--- config.mk ---
export PLATFORM = sky130hd
export DESIGN_NAME = tpm_locality_claim
export DESIGN_NICKNAME = d
export VERILOG_FILES = /design/src/rtl/tpmloc_pkg.sv /design/src/rtl/loc_step_decode.sv /design/src/rtl/loc_byte_collector.sv /design/src/rtl/loc_verdict.sv /design/src/rtl/tpm_locality_claim.sv
export SDC_FILE = /design/constraint.sdc
export NUM_CORES = 1
export LEC_CHECK = 0
export ABC_AREA = 1
export BUFFER_PORTS_ARGS = -buffer_cell sky130_fd_sc_hd__buf_2
export CAP_MARGIN = 20
export CORE_MARGIN = 10
export CORE_UTILIZATION = 31
export CTS_BUF_LIST = sky130_fd_sc_hd__clkbuf_8
export CTS_CLUSTER_SIZE = 20
export DETAILED_ROUTE_END_ITERATION = 6
export HOLD_SLACK_MARGIN = 0.02
export PLACE_DENSITY = 0.57
export SYNTH_ARGS = -nofsm -noshare
export SYNTH_HDL_FRONTEND = slang
export SYNTH_HIERARCHICAL = 1
export SYNTH_SLANG_ARGS = --single-unit
--- constraint.sdc ---
create_clock -name clk -period 7.7 [get_ports clk]
set_clock_uncertainty 0.05 [all_clocks]
set_input_delay 1.155 -clock clk [delete_from_list [all_inputs] [get_ports clk]]
set_output_delay 1.155 -clock clk [all_outputs]
set_load 0.05 [all_outputs]
--- src/rtl/tpmloc_pkg.sv ---
package tpmloc_pkg;

  localparam int REG_AW     = 16;
  localparam int ID_W       = 16;
  localparam int WORD_BYTES = 4;
  localparam int WORD_W     = WORD_BYTES * 8;
  localparam int LEN_W      = $clog2(WORD_BYTES + 1);
  localparam int FAM_LSB    = 26;

  localparam logic [1:0] FAM_TPM2 = 2'd1;

  localparam logic [7:0] ACC_VALID   = 8'h80;
  localparam logic [7:0] ACC_ACTIVE  = 8'h20;
  localparam logic [7:0] ACC_REQUEST = 8'h02;
  localparam logic [7:0] ACC_ESTAB   = 8'h01;

  localparam logic [REG_AW-1:0] OFF_ACCESS = 16'h0000;
  localparam logic [REG_AW-1:0] OFF_STATUS = 16'h0018;
  localparam logic [REG_AW-1:0] OFF_IDENT  = 16'h0F00;
  localparam logic [REG_AW-1:0] OFF_REVN   = 16'h0F04;

  typedef enum logic [3:0] {
    ST_IDLE,
    ST_IDENT,
    ST_ACC_FIRST,
    ST_RELEASE,
    ST_ACC_AGAIN,
    ST_REQUEST,
    ST_ACC_CLAIM,
    ST_STATUS,
    ST_REVN,
    ST_READY,
    ST_FAIL
  } step_e;

  typedef enum logic [1:0] {
    FLT_NONE   = 2'd0,
    FLT_RESET  = 2'd1,
    FLT_CLAIM  = 2'd2,
    FLT_FAMILY = 2'd3
  } fault_e;

  // Access value with the establishment flag dropped.
  function automatic logic [7:0] drop_estab(input logic [7:0] b);
    return b & ~ACC_ESTAB;
  endfunction

  // A locality was left active and must be released first.
  function automatic logic stale_locality(input logic [7:0] b);
    return (b & (ACC_VALID | ACC_ACTIVE)) == (ACC_VALID | ACC_ACTIVE);
  endfunction

  function automatic logic reset_clean(input logic [7:0] b);
    return drop_estab(b) == ACC_VALID;
  endfunction

  function automatic logic claim_held(input logic [7:0] b);
    return drop_estab(b) == (ACC_VALID | ACC_ACTIVE);
  endfunction

  function automatic logic family_ok(input logic [WORD_W-1:0] w);
    return w[FAM_LSB +: 2] == FAM_TPM2;
  endfunction

  function automatic logic step_running(input step_e s);
    return !(s == ST_IDLE || s == ST_READY || s == ST_FAIL);
  endfunction

endpackage

--- src/rtl/loc_step_decode.sv ---
module loc_step_decode
  import tpmloc_pkg::*;
(
  input  step_e             step,
  output logic              wr,
  output logic [REG_AW-1:0] addr,
  output logic [LEN_W-1:0]  len,
  output logic [7:0]        wdata
);

  localparam logic [LEN_W-1:0] LEN_BYTE = LEN_W'(1);
  localparam logic [LEN_W-1:0] LEN_WORD = LEN_W'(WORD_BYTES);

  always_comb begin
    wr    = 1'b0;
    addr  = OFF_ACCESS;
    len   = LEN_BYTE;
    wdata = 8'h00;
    unique case (step)
      ST_IDENT: begin
        addr = OFF_IDENT;
        len  = LEN_WORD;
      end
      ST_ACC_FIRST, ST_ACC_AGAIN, ST_ACC_CLAIM: begin
        addr = OFF_ACCESS;
      end
      ST_RELEASE: begin
        wr    = 1'b1;
        wdata = ACC_ACTIVE;
      end
      ST_REQUEST: begin
        wr    = 1'b1;
        wdata = ACC_REQUEST;
      end
      ST_STATUS: begin
        addr = OFF_STATUS;
        len  = LEN_WORD;
      end
      ST_REVN: begin
        addr = OFF_REVN;
      end
      default: begin
        addr = OFF_ACCESS;
      end
    endcase
  end

endmodule

--- src/rtl/loc_byte_collector.sv ---
module loc_byte_collector
  import tpmloc_pkg::*;
(
  input  logic              clk,
  input  logic              rst_n,
  input  logic              clear,
  input  logic              beat_valid,
  input  logic [7:0]        beat_data,
  input  logic [LEN_W-1:0]  len,
  output logic [WORD_W-1:0] word_now,
  output logic              last_beat
);

  logic [WORD_W-1:0] word_q;
  logic [LEN_W-1:0]  cnt_q;

  // Each lane takes the incoming byte when the beat count points at it.
  for (genvar g = 0; g < WORD_BYTES; g++) begin : g_lane
    assign word_now[8*g +: 8] =
      (beat_valid && cnt_q == LEN_W'(g)) ? beat_data : word_q[8*g +: 8];
  end

  assign last_beat = beat_valid && ((cnt_q + LEN_W'(1)) == len);

  always_ff @(posedge clk or negedge rst_n) begin
    if (!rst_n) begin
      word_q <= '0;
      cnt_q  <= '0;
    end else if (clear) begin
      word_q <= '0;
      cnt_q  <= '0;
    end else if (beat_valid) begin
      word_q <= word_now;
      cnt_q  <= cnt_q + LEN_W'(1);
    end
  end

endmodule

--- src/rtl/loc_verdict.sv ---
module loc_verdict
  import tpmloc_pkg::*;
(
  input  step_e             step,
  input  logic [WORD_W-1:0] word,
  output step_e             next,
  output logic              fail,
  output fault_e            code,
  output logic              take_ids,
  output logic              take_revn
);

  logic [7:0] acc_byte;
  assign acc_byte = word[7:0];

  always_comb begin
    next      = step;
    fail      = 1'b0;
    code      = FLT_NONE;
    take_ids  = 1'b0;
    take_revn = 1'b0;
    unique case (step)
      ST_IDENT: begin
        next     = ST_ACC_FIRST;
        take_ids = 1'b1;
      end
      ST_ACC_FIRST: begin
        if (stale_locality(acc_byte)) next = ST_RELEASE;
        else if (reset_clean(acc_byte)) next = ST_REQUEST;
        else begin
          next = ST_FAIL;
          fail = 1'b1;
          code = FLT_RESET;
        end
      end
      ST_RELEASE: next = ST_ACC_AGAIN;
      ST_ACC_AGAIN: begin
        if (reset_clean(acc_byte)) next = ST_REQUEST;
        else begin
          next = ST_FAIL;
          fail = 1'b1;
          code = FLT_RESET;
        end
      end
      ST_REQUEST: next = ST_ACC_CLAIM;
      ST_ACC_CLAIM: begin
        if (claim_held(acc_byte)) next = ST_STATUS;
        else begin
          next = ST_FAIL;
          fail = 1'b1;
          code = FLT_CLAIM;
        end
      end
      ST_STATUS: begin
        if (family_ok(word)) next = ST_REVN;
        else begin
          next = ST_FAIL;
          fail = 1'b1;
          code = FLT_FAMILY;
        end
      end
      ST_REVN: begin
        next      = ST_READY;
        take_revn = 1'b1;
      end
      default: next = step;
    endcase
  end

endmodule

--- src/rtl/tpm_locality_claim.sv ---
module tpm_locality_claim
  import tpmloc_pkg::*;
(
  input  logic              clk,
  input  logic              rst_n,
  input  logic              start,
  output logic              req_valid,
  input  logic              req_ready,
  output logic              req_write,
  output logic [REG_AW-1:0] req_addr,
  output logic [LEN_W-1:0]  req_len,
  output logic [7:0]        req_wdata,
  input  logic              rsp_valid,
  input  logic [7:0]        rsp_data,
  output logic [ID_W-1:0]   vendor_id,
  output logic [ID_W-1:0]   device_id,
  output logic [7:0]        revision,
  output logic              ready,
  output logic              error,
  output logic [1:0]        err_code
);

  step_e  step_q;
  logic   issued_q;
  fault_e code_q;

  // Named internal events used by the checker.
  logic seq_busy;
  logic start_ok;
  logic req_fire;
  logic awaiting_rsp;
  logic beat;
  logic xfer_done;

  logic [WORD_W-1:0] word_now;
  step_e  v_next;
  logic   v_fail;
  fault_e v_code;
  logic   v_take_ids;
  logic   v_take_revn;

  assign seq_busy     = step_running(step_q);
  assign start_ok     = start && !seq_busy;
  assign req_valid    = seq_busy && !issued_q;
  assign req_fire     = req_valid && req_ready;
  assign awaiting_rsp = seq_busy && issued_q;
  assign beat         = awaiting_rsp && rsp_valid;
  assign err_code     = code_q;

  loc_step_decode u_decode (
    .step  (step_q),
    .wr    (req_write),
    .addr  (req_addr),
    .len   (req_len),
    .wdata (req_wdata)
  );

  loc_byte_collector u_collect (
    .clk        (clk),
    .rst_n      (rst_n),
    .clear      (req_fire),
    .beat_valid (beat),
    .beat_data  (rsp_data),
    .len        (req_len),
    .word_now   (word_now),
    .last_beat  (xfer_done)
  );

  loc_verdict u_verdict (
    .step      (step_q),
    .word      (word_now),
    .next      (v_next),
    .fail      (v_fail),
    .code      (v_code),
    .take_ids  (v_take_ids),
    .take_revn (v_take_revn)
  );

  always_ff @(posedge clk or negedge rst_n) begin
    if (!rst_n) begin
      step_q    <= ST_IDLE;
      issued_q  <= 1'b0;
      ready     <= 1'b0;
      error     <= 1'b0;
      code_q    <= FLT_NONE;
      vendor_id <= '0;
      device_id <= '0;
      revision  <= '0;
    end else if (start_ok) begin
      step_q    <= ST_IDENT;
      issued_q  <= 1'b0;
      ready     <= 1'b0;
      error     <= 1'b0;
      code_q    <= FLT_NONE;
      vendor_id <= '0;
      device_id <= '0;
      revision  <= '0;
    end else if (req_fire) begin
      issued_q <= 1'b1;
    end else if (xfer_done) begin
      issued_q <= 1'b0;
      step_q   <= v_next;
      if (v_take_ids) begin
        vendor_id <= word_now[ID_W-1:0];
        device_id <= word_now[2*ID_W-1:ID_W];
      end
      if (v_take_revn) revision <= word_now[7:0];
      if (v_fail) begin
        error  <= 1'b1;
        code_q <= v_code;
      end
      if (v_next == ST_READY) ready <= 1'b1;
    end
  end

endmodule

==> results.toml <==
[critical_path]
arrival_ns = 3.53
worstSetupPathType = "reg -> reg"
critPathSlowestCell = "dfrtp_1"
worstPathCellList = "nor2_1 -> nand2_2 -> nand3_2 -> inv_1 -> nor2_2 -> buf_4 -> nand2_2 -> o21ai_1 -> inv_1 -> o21ai_2 -> o2111ai_1 -> nor2_1 -> nand3_1 -> o21ai_0 -> nand2_1 -> nand2_1 -> nand2_1"
crit_required_ns = 7.91
max_stage_delay_ns = 0.57
start_kind = "flip-flop"
end_kind = "flip-flop"
worstPathMaxFanout = 30
cpMostUsedCell = "nand2_1"

[finish]
seq_area_sq_um = 2100
n_fill_cell = 1763
drive_above_1_share_pct = 15.6
layout.nets = 765
diodes = 0
syn_to_final_growth_pct = 11.0
multi_input_area_sq_um = 2040

[synth]
ys_seq_area_share_pct = 42.1
synth_edf_count = 0
synth_top_area_cell = "dfrtp_1"
yosysUniqueCellTypes = 34
synthCells = 696
yosys-top-cells-area = "dfrtp_1 42%, nand2_1 14%, inv_1 10%"
ys_ff_latch = 84
yosysWarnings = 6
synth-main-ff-cell = "dfrtp_1"
synth.most_common_cell = "nand2_1"
synth_top_area_share_pct = 42.1
yosys-top-cells-count = "190 x nand2_1, 138 x inv_1, 96 x nor2_1"
synthesis.area_sq_um = 5000
syn_avg_cell_area_sq_um = 7.18
synthArstFlopShare_pct = 100

[global_route]
grt-ovfl-total = 0
grt_pass1_wl_mm = 21.0
antenna_found_initial = 0
grt_max_degree = 56
grt_pass1_vias = 4195
gr-usage-all-layers_pct = 11.7

[placed_design]
hpwlAfterDp_mm = 8.70
port_buffers = 69
gp_congestion = 0.861

[job]
maxCapViolCount = 0

[timing]
slew_violations = 0
max_freq_mhz = 301
setup_viol = 0
maxSlewHeadroom_pct = 43.5
hold_slack_ns = 0.420
rsz0062_at_grt = "false"
hold_viol = 0
fin_crit_sh_pct = 43.2
worst_slew_pin_slew_ns = 0.845
fin_crit_ns = 3.33
fin_setup_tns_ns = 0

[cts]
post_cts_resized = 0
cts_max_level = 3
cts_buffers = 9
cts_hold_buf = 0
post-cts-setup-buffers = 0
cts_root_buf = "clkbuf_8"
cts.sinks = 84
clk_path_buf_depth = 2
insertion_delay_ns = 0.37
clkTransAtPathRegs_ns = 0.08
cts_tree = "yes"

[routing]
drt_wl_total_mm = 12.3
wl_per_cell_um = 12.7
ant_nets = 0
drcViolationCount = 0
vias = 4130
vias_per_cell = 4.27
dr.pass1.iters = 4
drtIter0Drc = 266

[power]
power.internal_uw = 1120
seqPwrFrac_pct = 27.7
ir_drop_v = 0.000316
switching_share_pct = 54.6
clkPwrFrac_pct = 14.5
power_density_nw_per_um2 = 444
power_switching_uw = 1350
p_total_uw = 2460
p_comb_share_pct = 57.7
leakagePower_uw = 0.00339

[floorplanning]
die_h_um = 147
die_w_um = 147
num_rows = 46
core_area_sq_um = 15800
die_area_sq_um = 21600
start_util_pct = 31.6
io_pins = 86

[outcome]
status = "complete, no violations"

[hold_path]
hp-class = "reg -> reg"
[cell type report]
type | instances | share of cell area, %
flip-flops and latches | 84 | 37.9
repair buffers | 73 | 6.81
multi-input cells | 438 | 36.8
well taps | 216 | 4.87
clock inverters | 4 | 1.31
inverters | 141 | 9.54
clock buffers | 11 | 2.73
[power groups by stage]
stage	registers [uW]	clock network, uW	logic, uW
finish	683	358	1420
global route	707	384	1590
CTS	686	371	1440
detailed placement	693	0	1430
global placement	692	0	1430
floorplan	961	0	925
[layout by cell type (no fill, tap or decap), types with 3 or more instances in the layout]
cell type / n
o21ai_1: 11
nor2_1: 95
o21ai_0: 7
buf_4: 5
conb_1: 16
inv_1: 138
nand3_4: 3
nor2_2: 3
nand2_1: 190
dfrtp_1: 84
nand3_1: 55
clkbuf_8: 11
buf_2: 68
nand2_2: 7
nand4_1: 25
inv_2: 3
ha_1: 5
[through the flow]
| stage | instances | worst slack [ns] | util [%] | area, sq um |
|---|---|---|---|---|
| after floorplan | 711 | 4.56 | - | 5050 |
| after global routing | 967 | 3.93 | 35.0 | 5550 |
| final | 967 | 4.37 | 35.0 | 5550 |
| after CTS | 967 | 4.38 | 35.0 | 5550 |
| after detailed placement | 952 | 4.17 | 33.6 | 5320 |
| after global placement | 952 | 4.23 | 33.6 | 5320 |
[worst max-delay path, delay by kind of cell, from the launching register on]
family	cells	cell delay [ns]
buf+inv	3	0.52
simple gates	10	1.18
flops	1	0.57
compound gates	4	0.87
[logic make-up (layout without fill, tap and decap cells)]
family	count (synthesis)	after routing	share of synthesized area, %
AND/OR/NAND/NOR	386	386	34.2
buffers and inverters	189	229	18.2
flip-flops	84	84	42.1
AO/OA/AOI/OAI	30	30	4.06
adder cells (fa/ha/maj)	5	5	1.25
other	1	16	0.0750
XOR/XNOR	1	1	0.175
[sequential cells by signal, summed over array words and instances, names as in the netlist]
name	count
u_collect/cnt_q	3
err_code	2
device_id	16
revision	8
issued_q	1
u_collect/word_q	32
vendor_id	16
ready	1
step_q	4
error	1
[layer usage]
metal	vias to the layer above	GRT usage, %	share of wire, %
li1	2157	-	-
met1	1876	15.2	48
met2	87	18.6	45
met3	10	3.32	6.6
met4	0	2.82	0.97
met5	-	0	0
[final timing paths]
check                                  endpoint     startpoint  slack [ns]  cells past startpoint
min reg2reg                       device_id[12]  device_id[12]        0.42                      2
min in group asynchronous  u_collect/word_q[20]          rst_n        0.65                      1
min                               device_id[12]  device_id[12]        0.42                      2
max reg2reg                               ready      step_q[0]        4.37                     17
max in group asynchronous           err_code[0]          rst_n        5.89                      2
max                                       ready      step_q[0]        4.37                     17
Note: power is estimated with default switching activity, not from simulation.
